--- config.mk ---
export PLATFORM = sky130hd
export DESIGN_NAME = copro_port_handler
export DESIGN_NICKNAME = d
export VERILOG_FILES = /design/src/rtl/copro_port_pkg.sv /design/src/rtl/copro_port_decode.sv /design/src/rtl/copro_irq_latch.sv /design/src/rtl/copro_cmd_pulse.sv /design/src/rtl/copro_port_handler.sv
export SDC_FILE = /design/constraint.sdc
export NUM_CORES = 1
export LEC_CHECK = 0
export BUFFER_PORTS_ARGS = -buffer_cell sky130_fd_sc_hd__buf_2
export CAP_MARGIN = 20
export CORE_AREA = 2 2 39 41
export CTS_CLUSTER_DIAMETER = 60
export CTS_CLUSTER_SIZE = 30
export DETAILED_ROUTE_END_ITERATION = 12
export DIE_AREA = 0 0 41 43
export HOLD_SLACK_MARGIN = 0.03
export SYNTH_ARGS = -nofsm -noshare
export SYNTH_HDL_FRONTEND = slang
export SYNTH_HIERARCHICAL = 1
export SYNTH_SLANG_ARGS = --single-unit
--- constraint.sdc ---
create_clock -name clk -period 1.95 [get_ports clk]
set_input_delay 0.2925 -clock clk [delete_from_list [all_inputs] [get_ports clk]]
set_output_delay 0.2925 -clock clk [all_outputs]
set_load 0.01 [all_outputs]
--- src/rtl/copro_port_pkg.sv ---
// Shared types for the coprocessor port responder.
// Assumes: one access per cycle; the size code is meaningful only with a strobe.
package copro_port_pkg;

    typedef enum logic [1:0] {
        ACC_BYTE  = 2'd0,
        ACC_WORD  = 2'd1,
        ACC_DWORD = 2'd2,
        ACC_RSVD  = 2'd3
    } acc_size_e;

    // Classification of the current cycle's access
    typedef enum logic [2:0] {
        PK_NONE      = 3'd0,
        PK_CLR_BUSY  = 3'd1,
        PK_FPU_RESET = 3'd2,
        PK_OPCODE    = 3'd3,
        PK_WIDE_WR   = 3'd4,
        PK_READ      = 3'd5
    } port_kind_e;

    typedef struct packed {
        logic       hit;      // address inside the window
        logic       byte_wr;  // qualifying byte write (clears IRQ13)
        port_kind_e kind;
    } port_dec_t;

endpackage

--- src/rtl/copro_port_decode.sv ---
// Address-window decoder. It classifies the access present in this cycle.
// Assumes: the window is SPAN consecutive ports from BASE; the two command ports
// sit at offsets CLR_OFS and RST_OFS; a read takes precedence over a write.
module copro_port_decode
    import copro_port_pkg::*;
#(
    parameter int          ADDR_W  = 16,
    parameter logic [15:0] BASE    = 16'h00F0,
    parameter int          SPAN    = 16,
    parameter int          CLR_OFS = 0,
    parameter int          RST_OFS = 1
) (
    input  logic [ADDR_W-1:0] addr,
    input  logic [1:0]        size,
    input  logic              rd,
    input  logic              wr,
    output port_dec_t         dec
);
    localparam int OFS_W = (SPAN > 1) ? $clog2(SPAN) : 1;
    localparam logic [ADDR_W-1:0] BASE_A = ADDR_W'(BASE);
    localparam logic [ADDR_W-1:0] SPAN_A = ADDR_W'(SPAN);
    localparam logic [OFS_W-1:0]  CLR_O  = OFS_W'(CLR_OFS);
    localparam logic [OFS_W-1:0]  RST_O  = OFS_W'(RST_OFS);

    logic [ADDR_W-1:0] diff;
    logic [OFS_W-1:0]  ofs;
    logic              in_win;

    // Purpose: distance from the window base; wrap-around pushes misses above SPAN
    always_comb begin
        diff   = addr - BASE_A;
        ofs    = diff[OFS_W-1:0];
        in_win = (diff < SPAN_A);
    end

    // Purpose: map strobe, size and offset onto one access kind
    always_comb begin
        dec.hit     = in_win;
        dec.byte_wr = 1'b0;
        dec.kind    = PK_NONE;
        if (in_win && rd) begin
            dec.kind = PK_READ;
        end else if (in_win && wr) begin
            if (acc_size_e'(size) != ACC_BYTE) begin
                dec.kind = PK_WIDE_WR;
            end else begin
                dec.byte_wr = 1'b1;
                if (ofs == CLR_O)      dec.kind = PK_CLR_BUSY;
                else if (ofs == RST_O) dec.kind = PK_FPU_RESET;
                else                   dec.kind = PK_OPCODE;
            end
        end
    end

endmodule

--- src/rtl/copro_irq_latch.sv ---
// IRQ13 holding register: set by the error input, cleared by a qualifying write.
// Assumes: set beats clear when both arrive in the same cycle.
module copro_irq_latch (
    input  logic clk,
    input  logic rst_n,
    input  logic set_i,
    input  logic clr_i,
    output logic irq_o
);
    // Purpose: hold the interrupt level between set and clear events
    always_ff @(posedge clk) begin
        if (!rst_n)     irq_o <= 1'b0;
        else if (set_i) irq_o <= 1'b1;
        else if (clr_i) irq_o <= 1'b0;
    end


    irq_set_chk: assert property (@(posedge clk) disable iff (!rst_n)
        set_i |=> irq_o);


    irq_clear_chk: assert property (@(posedge clk) disable iff (!rst_n)
        (clr_i && !set_i) |=> !irq_o);


    irq_hold_chk: assert property (@(posedge clk) disable iff (!rst_n)
        (!set_i && !clr_i) |=> $stable(irq_o));

endmodule

--- src/rtl/copro_cmd_pulse.sv ---
// Turns a decoded command into a registered one-cycle pulse.
// Assumes: fire_i is high for one cycle per access.
module copro_cmd_pulse (
    input  logic clk,
    input  logic rst_n,
    input  logic fire_i,
    output logic pulse_o
);
    // Purpose: register the command strobe for one cycle
    always_ff @(posedge clk) begin
        if (!rst_n) pulse_o <= 1'b0;
        else        pulse_o <= fire_i;
    end
endmodule

--- src/rtl/copro_port_handler.sv ---
// Top level of the legacy coprocessor port responder. It decodes the window,
// keeps IRQ13, pulses the two commands and flags unsupported accesses.
// Assumes: single-cycle strobes; no write data is consumed by this model.
module copro_port_handler
    import copro_port_pkg::*;
#(
    parameter int          ADDR_W    = 16,
    parameter logic [15:0] BASE      = 16'h00F0,
    parameter int          SPAN      = 16,
    parameter int          RDATA_W   = 8,
    parameter logic [7:0]  READ_FILL = 8'hFF
) (
    input  logic               clk,
    input  logic               rst_n,
    input  logic [ADDR_W-1:0]  io_addr,
    input  logic [1:0]         io_size,
    input  logic               io_rd,
    input  logic               io_wr,
    output logic [RDATA_W-1:0] io_rdata,
    input  logic               err_in,
    output logic               irq13_o,
    output logic               unsup_o,
    output logic               clr_busy_o,
    output logic               copro_rst_o
);
    localparam int CMD_N = 2;
    localparam logic [RDATA_W-1:0] FILL_W = RDATA_W'(READ_FILL);

    port_dec_t        dec;
    logic [CMD_N-1:0] cmd_fire;
    logic [CMD_N-1:0] cmd_pulse;

    copro_port_decode #(
        .ADDR_W (ADDR_W),
        .BASE   (BASE),
        .SPAN   (SPAN),
        .CLR_OFS(0),
        .RST_OFS(1)
    ) u_decode (
        .addr(io_addr),
        .size(io_size),
        .rd  (io_rd),
        .wr  (io_wr),
        .dec (dec)
    );

    // Purpose: unsupported strobe and read data, both in the access cycle
    always_comb begin
        unsup_o  = (dec.kind == PK_OPCODE) || (dec.kind == PK_WIDE_WR) ||
                   (dec.kind == PK_READ);
        io_rdata = (dec.kind == PK_READ) ? FILL_W : '0;
    end

    copro_irq_latch u_irq (
        .clk  (clk),
        .rst_n(rst_n),
        .set_i(err_in),
        .clr_i(dec.byte_wr),
        .irq_o(irq13_o)
    );

    // Purpose: one pulse register per decoded command kind
    for (genvar g = 0; g < CMD_N; g++) begin : g_cmd
        localparam port_kind_e KIND = (g == 0) ? PK_CLR_BUSY : PK_FPU_RESET;
        assign cmd_fire[g] = (dec.kind == KIND);
        copro_cmd_pulse u_pulse (
            .clk    (clk),
            .rst_n  (rst_n),
            .fire_i (cmd_fire[g]),
            .pulse_o(cmd_pulse[g])
        );
    end

    assign clr_busy_o  = cmd_pulse[0];
    assign copro_rst_o = cmd_pulse[1];


    cmd_excl_chk: assert property (@(posedge clk) disable iff (!rst_n)
        $onehot0({clr_busy_o, copro_rst_o}));


    clr_src_chk: assert property (@(posedge clk) disable iff (!rst_n)
        (io_wr && !io_rd && io_size == 2'd0 && io_addr == ADDR_W'(BASE)) |=> clr_busy_o);


    rst_src_chk: assert property (@(posedge clk) disable iff (!rst_n)
        (io_wr && !io_rd && io_size == 2'd0 && io_addr == ADDR_W'(BASE + 16'd1)) |=> copro_rst_o);


    read_fill_chk: assert property (@(posedge clk) disable iff (!rst_n)
        (io_rd && dec.hit) |-> (unsup_o && io_rdata == FILL_W));


    idle_quiet_chk: assert property (@(posedge clk) disable iff (!rst_n)
        (!io_rd && !io_wr) |-> (!unsup_o && io_rdata == '0));


    rdwr_noclr_chk: assert property (@(posedge clk) disable iff (!rst_n)
        (io_rd && io_wr && !err_in) |=> $stable(irq13_o));

endmodule

==> Yosys cells after proc, flatten, opt, wreduce, memory -nomap -nowiden <==
Index checks and enable logic that the tools add are counted.
Widths: inputs -> output; s select.
{ "word_totals": {"inputBits": 23, "register_bits": 3, "word_cells": 28} }
{ "classes": {"mux": 10, "order_cmp": 1, "eq_ne": 6, "n_reduce_logical": 7, "addsub": 1} }
{ "op_table": {"columns": ["cell", "count"], "rows": [
  ["$lt 16x5->1 const B", 1],
  ["$sub 16x8->16 const B", 1],
  ["$mux 8", 1],
  ["$eq 3x2->1 const B", 2],
  ["$eq 3x3->1 const B", 2],
  ["$mux 3", 2],
  ["$mux 1", 5],
  ["$eq 4x1->1 const B", 1],
  ["$logic_not 4->1", 1],
  ["$mux 4", 1],
  ["$reduce_bool 2->1", 2],
  ["$eq 3x1->1 const B", 1],
  ["$logic_and 1x1->1", 2],
  ["$logic_or 1x1->1", 2],
  ["$mux 2", 1]
]} }

==> Logic depth before layout (Yosys ltp) <==
Gate-level depths: netlist of run 1.
{ "depth": {"word_depth": 10, "depth_mapped": 5, "mapped_depth_nobuf": 5} }

==> By module <==
Netlist of run 1, hierarchy kept.
{ "modules_own_cells": {"columns": ["mod", "cells_per_inst", "instances", "area_per_inst_um2"], "rows": [
  ["copro_port_decode", 17, 1, 136.4],
  ["copro_port_handler", 12, 1, 96.3],
  ["copro_cmd_pulse", 2, 2, 26.3],
  ["copro_irq_latch", 3, 1, 41.3]
]} }

==> Worst setup path after synthesis of run 1 <==
OpenSTA, ideal clock, no wires.
{ "synth_path": {"kind": "input -> output", "start": "input io_addr[11]", "end": "output io_rdata[1]", "stages": 5, "path_slack_ps": 74, "arrival_ps": 1584, "cell_sequence": "nor4b_2 nand3_2 a311oi_1 and3b_2 buf_4"} }
{ "synth_rtl": {"columns": ["element", "line_no", "rtl"], "rows": [
  ["start: declaration", "copro_port_handler.sv:15", "input logic [ADDR_W-1:0] io_addr,"],
  ["end: declaration", "copro_port_handler.sv:19", "output logic [RDATA_W-1:0] io_rdata,"]
]} }

==> qor.yml, run 1 <==
outcome: "complete, no violations"
clock.fmax_mhz: 524.4
cts_made_buffers: 3
area_growth_pct: 84.52
cts.hold.buffers_added: 0
route.detailed.drc: 0
cap_violations: 0
clk_pin_slew_ps: 40
worst_setup_path_start_kind: "input pin"
min_period_over_period: 0.9780
rsz0062_at_grt: "true"
syn_inst: 34
clk_path_buf_depth: 2
postRouteWirelength_microns: 829
worstPathBufferInverterCount: 3
power_uw: 222.1
fin_ws_ps: 42.95
power.leakage_uw: 0.0003012
p_per_area_mw_per_mm2: 381.8
final-setup-viol-count: 0
cp_top_family: "simple AND/OR/NAND/NOR gates"
grt_pass1_vias: 360
cts_root_buffer: "clkbuf_4"
ir_drop_uv: 140.6
cts.sinks: 3
relSlewSlack: 0.6858
grt_max_degree: 9
pin_count: 35
worstPathRequired_ps: 1660
drt_first_pass_iters: 4
yosys_warnings: 6
syn_area_per_cell_sq_um: 9.274
clock_latency_ps: 230
fp.coreArea_sq_mm: 0.001384
grt_overflow: 0
nets: 94
wl_per_cell_microns: 9.640
post-dp-hpwl_microns: 673.9
antenna_left: 0
pre_cts_ws_ps: -11.10
grtUsageTotal: 0.1010
worstPathArrival_ps: 1610
finalHoldViolCount: 0
row_count: 14
hold-worst-slack_ps: 271.8
die_y_microns: 43
path_class: "in2out"
die-area_sq_mm: 0.001763
worstPathMaxFanout: 4
drt_iter0_markers: 2
initial_utilization: 0.2278
portBuffers: 34
vias: 384
seq_area_sq_um: 60.06
worstHoldPathType: "in2reg"
cp_common_cell: "buf_2"
die_w_microns: 41
drive_above_1_share: 0.7571
min_period_ps: 1907
cts_max_level: 1
grt_pass1_wl_microns: 1248
vias_per_cell: 4.465
slew_violations: 0
antenna_cells: 0
worst_pin_slew_ps: 467.6
gp_congestion: 0.7051
multi_input_area_sq_um: 229.0
crit_path_top_delay_cell: "a311oi_2"
fin_worst_skew_ps: 0
netlist_area_sq_um: 315.3
synth_fp_nets: 57
grt_antenna_before_repair: 0
path_cells: "buf_2 -> nor4b_4 -> nand3_2 -> a311oi_2 -> buf_4 -> nand2_2 -> mux2i_1 -> buf_2"
cts_tree: "done"
fill_cells: 146
worstSetupEndpointType: "output port"
critPathMaxStageDelay_ps: 290
==> final cells by class <==
type                    instances  area share
clock buffers                   4     0.04516
inverters                       2     0.01290
multi-input cells              22      0.3935
flip-flops and latches          3      0.1032
well taps                      16     0.03441
repair buffers                 39      0.4108
==> per-stage QoR <==
step	cells	utilization	setup TNS [ps]	instance area, sq um
final	86	0.4204	0	581.8
after CTS	84	0.3671	0	508.0
after global placement	80	0.3436	0	475.5
after floorplan	34	-	0	315.3
after detailed placement	80	0.3436	-65.05	475.5
after global routing	86	0.4204	-511.0	581.8
==> worst register-to-register path, stage by stage, from the launching register on <==
cell and delay [ps]:
dfxtp_1 300, nor2b_4 110, o21a_1 170
==> placed cells by master, fill, tap and decap left out <==
cell type and instances:
nor3_1 2, buf_6 5, nor3b_2 1, nor4b_4 2, o21ai_0 1, nand2_1 1
nand3_2 1, a21oi_1 1, nor2_1 1, clkbuf_1 1, and4bb_2 1, nor2b_4 1
clkbuf_4 3, mux2i_1 1, a311oi_2 1, dfxtp_1 3, a2111oi_4 1, nor3b_1 1
buf_2 29, and3b_2 1, buf_4 5, inv_1 2, a21oi_2 1, nand2_2 1
o21a_1 1, and2_1 2
==> what timing repair did <==
item	4_1_cts	5_1_grt
gates resized for setup	1	9
buffers inserted	0	2
setup endpoints to repair	4	9
==> where the power goes <==
| group | switching [uW] | internal [uW] | leakage, uW |
|---|---|---|---|
| Clock | 32.2 | 76.7 | 0.0000150 |
| Combinational | 20.1 | 29.4 | 0.000262 |
| Sequential | 0.625 | 63.2 | 0.0000245 |
==> sequential cells by signal, summed over array words and instances (netlist names) <==
| register | count |
|---|---|
| g_cmd.u_pulse/pulse_o | 2 |
| u_irq/irq_o | 1 |
==> worst paths after layout <==
check	end	slack, ps	from	cells past startpoint
setup / recovery	unsup_o	40	io_addr[12]	8
hold / removal	u_irq/irq_o	270	err_in	2
setup reg to reg	u_irq/irq_o	1260	u_irq/irq_o	2
hold reg to reg	u_irq/irq_o	570	u_irq/irq_o	2
==> per-layer routing <==
layer	track usage	up-vias	wire, microns
met5	0	-	0
met4	0.06000	0	0
met3	0.01571	0	107
met2	0.1719	30	401
met1	0.1079	166	320
li1	-	188	-
Power figures use the tool's default switching activity.
==> run 2: changes to the inputs <==
- CELL_PAD_IN_SITES_DETAIL_PLACEMENT: unset -> 1
- CELL_PAD_IN_SITES_GLOBAL_PLACEMENT: unset -> 1
- CORE_AREA: 2 2 39 41 -> unset
- CORE_ASPECT_RATIO: unset -> 0.9
- CORE_UTILIZATION: unset -> 20
- DIE_AREA: 0 0 41 43 -> unset
- PLACE_DENSITY_LB_ADDON: unset -> 0.1
==> qor.yml, run 2 (synthesis gave the netlist of run 1 again) <==
pre_cts_ws_ps: -19.10  # -7.999 ps
fill_cells: 196  # +34%
top_regs: "g_cmd.u_pulse/pulse_o (2), u_irq/irq_o (1)"
vias_per_cell: 4.214  # -5.6%
route.detailed.drc: 0  # unchanged
clock_latency_ps: 230  # about the same
grt_antenna_before_repair: 0  # unchanged
grt_pass1_wl_microns: 1373  # +10%
relSlewSlack: 0.6374  # -0.04845
rsz0062_at_grt: "true"
swShare: 0.2476  # +0.009630
dp_cells: 80  # unchanged
grt_max_degree: 9  # unchanged
power.internal_uw: 167.0  # -1.4%
postRouteWirelength_microns: 854  # +3.0%
worstHoldPathType: "in2reg"
use_met3: 0.04608  # +0.03038
path_class: "in2out"
row_count: 13  # -1
pin_count: 35  # unchanged
antenna_cells: 0  # unchanged
multi_input_area_sq_um: 234.0  # +2.2%
antenna_left: 0  # unchanged
cts.hold.buffers_added: 0  # unchanged
finalHoldViolCount: 0  # unchanged
clk_pin_slew_ps: 40  # about the same
fin_cells: 84  # -2.3%
cts_root_buffer: "clkbuf_4"
min_period_ps: 1858  # -48.72 ps
final-setup-viol-count: 0  # unchanged
nets: 93  # -1.1%
largest_reg_flops: 2  # unchanged
ir_drop_uv: 252.3  # +79%
clk_path_buf_depth: 2  # unchanged
power_frac_seq: 0.287  # about the same
grt_pass1_vias: 349  # -3.1%
cts.sinks: 3  # unchanged
busiest_layer: "met2"
gp_congestion: 0.6720  # -4.7%
cap_violations: 0  # unchanged
grtUsageTotal: 0.1102  # +0.009236
area_growth_pct: 77.38
worstPathMaxFanout: 8  # +4
power.share.clock: 0.495  # +0.005
worst_pin_slew_ps: 539.8  # +72.12 ps
fp.coreArea_sq_mm: 0.001464  # +5.8%
outcome: "complete, no violations"
drt_iter0_markers: 4  # +2
p_comb_frac: 0.217  # -0.006
initial_utilization: 0.2154  # -0.01246
grt_use_met1: 0.1230  # +0.01506
largest_register: "g_cmd.u_pulse/pulse_o"
p_per_area_mw_per_mm2: 396.8  # +3.9%
post-dp-hpwl_microns: 700.6  # +4.0%
worstSetupEndpointType: "output port"
die_y_microns: 39.67  # -7.7%
grt_overflow: 0  # unchanged
mostFrequentLayoutCell: "buf_2"
power.leakage_uw: 0.0002909  # -3.4%
drive_above_1_share: 0.7391  # -0.01801
die_w_microns: 43.86  # +7.0%
cts_tree: "done"
vias: 354  # -7.8%
die-area_sq_mm: 0.001740  # -1.3%
drt_first_pass_iters: 6  # +2
final_cell_mix: "buf_2 (32), buf_4 (4), clkbuf_4 (3), dfxtp_1 (3)"
cts_made_buffers: 3  # unchanged
wl_per_cell_microns: 10.17  # +5.5%
worst_setup_path_start_kind: "input pin"
portBuffers: 34  # unchanged
cts_max_level: 1  # unchanged
seq_area_sq_um: 60.06  # unchanged
met2_usage: 0.1866  # +0.01469
worstPathArrival_ps: 1570  # -40 ps
clock.fmax_mhz: 538.1  # +2.6%
worstPathRequired_ps: 1660  # about the same
p_switching_uw: 54.94  # +4.0%
min_period_over_period: 0.9530  # -0.02498
fin_worst_skew_ps: 0  # unchanged
slew_violations: 0  # unchanged
fin_ws_ps: 91.67  # +48.72 ps
run 2: power groups by stage:
stage	Clock [uW]	Combinational (uW)	Sequential [uW]
after CTS	118	44.3	63.8
after global routing	123	53.2	64.0
after global placement	0	40.9	64.9
final	110	48.2	63.8
after floorplan	0	12.1	65.5
after detailed placement	0	41.1	64.8
run 2: worst max-delay path, cell delays in order:
cell      delay (ps)
buf_2            110
nor4b_4          280
nand3_2          160
a311oi_2         280
and3b_2          300
buf_2            150
run 2: what timing repair did:
action / in CTS / in global routing
buffers inserted: 0 / 0
pin swaps: 0 / 2
setup endpoints to repair: 8 / 8
resized for setup: 3 / 4
run 2: per-stage QoR:
stage	TNS, ps	instance area (sq um)	power [uW]	hold slack (ps)	utilization
final	0	559.3	221.9	285.4	0.3821
after global placement	0	481.7	105.7	512.8	0.3291
after floorplan	0	315.3	77.60	410.0	-
after detailed placement	-126.7	481.7	105.9	516.8	0.3291
after global routing	-199.9	559.3	240.6	279.4	0.3821
after CTS	0	530.5	226.3	280.3	0.3624
run 2: layer usage:
metal / vias up / share of wire
met5: - / 0
met4: 0 / 0
met3: 0 / 0.071
met2: 16 / 0.45
met1: 153 / 0.48
li1: 185 / -
run 2: path summary, 6_finish.rpt:
check,slack [ps],startpoint,cells after the start,end
max,90,io_addr[15],6,io_rdata[1]
min,290,err_in,2,u_irq/irq_o
max reg2reg,1260,u_irq/irq_o,2,u_irq/irq_o
min reg2reg,580,u_irq/irq_o,2,u_irq/irq_o
run 2: cell type report:
type / count / share of cell area
multi-input combinational: 22 / 0.4183
timing repair buffer: 38 / 0.3803
tap: 15 / 0.03356
clock buffer: 4 / 0.04698
inverter: 2 / 0.01342
sequential: 3 / 0.1074
==> run 3: changes to the inputs <==
- CORE_UTILIZATION: 20 -> 18
- CTS_BUF_LIST: unset -> sky130_fd_sc_hd__clkbuf_16
- SYNTH_HIERARCHICAL: 1 -> unset
==> qor.yml, run 3 <==
clk_path_buf_depth: 2  # unchanged
gp_congestion: 0.6526  # -2.9%
startpoint: "io_addr[14]"
worstPathMaxFanout: 8  # unchanged
synth_flop_cell: "dfxtp_1"
drt_first_pass_iters: 4  # -2
largest_register: "g_cmd.u_pulse.pulse_o"
fin_cells: 75  # -11%
postRouteWirelength_microns: 729  # -15%
synth.distinct_cells: 18
synthMuxAreaShare: 0
relSlewSlack: 0.8046  # +0.1672
synthSimpleGateAreaFrac: 0.4186
cts.hold.buffers_added: 0  # unchanged
synth_top_family_by_area: "simple AND/OR/NAND/NOR gates"
async_flop_share: 0
fin_worst_skew_ps: 0  # unchanged
worstSetupEndpoint: "io_rdata[2]"
synth_fa_ha_area_frac: 0
grt_antenna_before_repair: 0  # unchanged
vias_per_cell: 4.507  # +6.9%
regToRegStartpoint: "u_irq.irq_o"
hold-worst-slack_ps: 330.1  # +44.63 ps
syn_area_per_cell_sq_um: 8.967  # -3.3%
synth_seq_cells: 3
cts_max_level: 1  # unchanged
r2r_cells: 2  # unchanged
fp.coreArea_sq_mm: 0.001306  # -11%
area_growth_pct: 79.53
initial_utilization: 0.2059  # -0.009446
worst_setup_path_start_kind: "input pin"
clock.fmax_mhz: 594.8  # +11%
vias: 338  # -4.5%
synth.most_common_cell: "buf_4"
synth-edff-count: 0
antenna_cells: 0  # unchanged
cts_tree: "done"
pin_count: 35  # unchanged
worstSetupEndpointType: "output port"
clk_pin_slew_ps: 30  # about the same
clock_latency_ps: 220  # about the same
yosys_warnings: 0  # -6
die-area_sq_mm: 0.001653  # -5.0%
final-setup-viol-count: 0  # unchanged
p_per_area_mw_per_mm2: 875.4  # +120%
min_period_ps: 1681  # -177.0 ps
drt_iter0_markers: 1  # -3
outcome: "complete, no violations"
cts_root_buffer: "clkbuf_16"
crit_path_top_delay_cell: "nor4_2"
path_cells: "buf_2 -> nor4_2 -> and4_1 -> and3_1 -> buf_2"
grt_overflow: 0  # unchanged
reg2reg_to: "u_irq.irq_o"
power.leakage_uw: 0.0002776  # -4.6%
grt_max_degree: 9  # unchanged
die_y_microns: 38.68  # -2.5%
post-synth-top-area-cell: "dfxtp_1"
cap_violations: 0  # unchanged
wl_per_cell_microns: 9.720  # -4.4%
critPathMaxStageDelay_ps: 280  # -20 ps
cts.sinks: 3  # unchanged
regToRegSetupSlack_ps: 1310  # +50 ps
portBuffers: 34  # unchanged
synth_fp_nets: 53  # -7.0%
syn_inst: 30  # -12%
cp_common_cell: "buf_2"
top_regs: "g_cmd.u_pulse.pulse_o (2), u_irq.irq_o (1)"
min_period_over_period: 0.8622  # -0.09077
postCtsSetupBuffers: 0  # unchanged
grt_pass1_vias: 311  # -11%
setup_tns_ps: 0  # unchanged
dp_cells: 71  # -11%
grtUsageTotal: 0.1075  # -0.002699
netlist.area_leader.share: 0.2233
worstPathRequired_ps: 1660  # about the same
mostFrequentLayoutCell: "buf_2"
route.detailed.drc: 0  # unchanged
rsz0062_at_grt: "false"
ys_top_cells_by_area: "dfxtp_1 (22%), buf_4 (20%), nor4b_4 (8.8%)"
yosysSeqAreaShare: 0.2233
worstPathArrival_ps: 1390  # -180 ps
path_class: "in2out"
nets: 85  # -8.6%
die_w_microns: 42.75  # -2.5%
synth_xor_area_frac: 0
yosys-top-cells-count: "buf_4 (7), dfxtp_1 (3)"
synth_compound_area_frac: 0.1349
cts_made_buffers: 3  # unchanged
final_cell_mix: "buf_2 (34), inv_1 (3), clkbuf_16 (3), dfxtp_1 (3)"
drive_above_1_share: 0.6721  # -0.06700
finalHoldViolCount: 0  # unchanged
largest_reg_flops: 2  # unchanged
ir_drop_uv: 237.7  # -5.8%
slew_violations: 0  # unchanged
worstHoldPathType: "in2reg"
worst_pin_slew_ps: 291.8  # -247.9 ps
post-dp-hpwl_microns: 614.3  # -12%
netlist_area_sq_um: 269.0  # -15%
grt_pass1_wl_microns: 1207  # -12%
row_count: 12  # -1
cts_resized: 0  # -3
antenna_left: 0  # unchanged
[run 3: cell families (layout without fill, tap and decap cells)]
| kind of cell | count (synthesis) | after routing |
|---|---|---|
| simple gates | 13 | 13 |
| flops | 3 | 3 |
| compound gates | 5 | 5 |
| buf+inv | 9 | 40 |
[run 3: cell type report]
cell class,count,area [sq um]
inverters,2,7.507
clock inverters,1,3.754
repair buffers,34,170.2
fillers,177,823.3
clock buffers,3,75.07
well taps,14,17.52
multi-input cells,18,148.9
flip-flops and latches,3,60.06
[run 3: metal layers]
layer	vias to the layer above	routed length [microns]	global-route usage
met5	-	0	0
met4	0	0	0.1172
met3	0	86	0.04673
met2	25	361	0.1742
met1	147	281	0.09890
li1	166	-	-
[run 3: where the power goes]
| group | internal [uW] | switching (uW) | leakage (uW) |
|---|---|---|---|
| clock network | 264 | 54.2 | 0.0000423 |
| registers | 63.3 | 0.671 | 0.0000245 |
| logic | 23.0 | 17.3 | 0.000211 |
[run 3: worst min path at each step]
stage | to | slack [ps] | depth (start not counted) | start
after floorplan | g_cmd[1].u_pulse.pulse_o | 430 | 2 | io_addr[0]
after global placement | g_cmd[1].u_pulse.pulse_o | 560 | 3 | io_addr[0]
after detailed placement | u_irq.irq_o | 550 | 2 | u_irq.irq_o
after CTS | u_irq.irq_o | 330 | 3 | rst_n
after global routing | u_irq.irq_o | 360 | 3 | err_in
final | u_irq.irq_o | 330 | 3 | rst_n
[run 3: through the flow]
step	util	instance area, sq um	total power, uW	setup slack [ps]
after global placement	0.3094	404.1	105.7	261.8
after floorplan	-	269.0	75.99	364.1
after CTS	0.3697	483.0	428.1	236.6
after global routing	0.3697	483.0	438.0	181.6
final	0.3697	483.0	422.8	268.7
after detailed placement	0.3094	404.1	105.5	236.6
[run 3: critical path: cells and delay by family]
family	cells	cell delay, ps
AND/OR/NAND/NOR	3	820
buffers and inverters	2	270
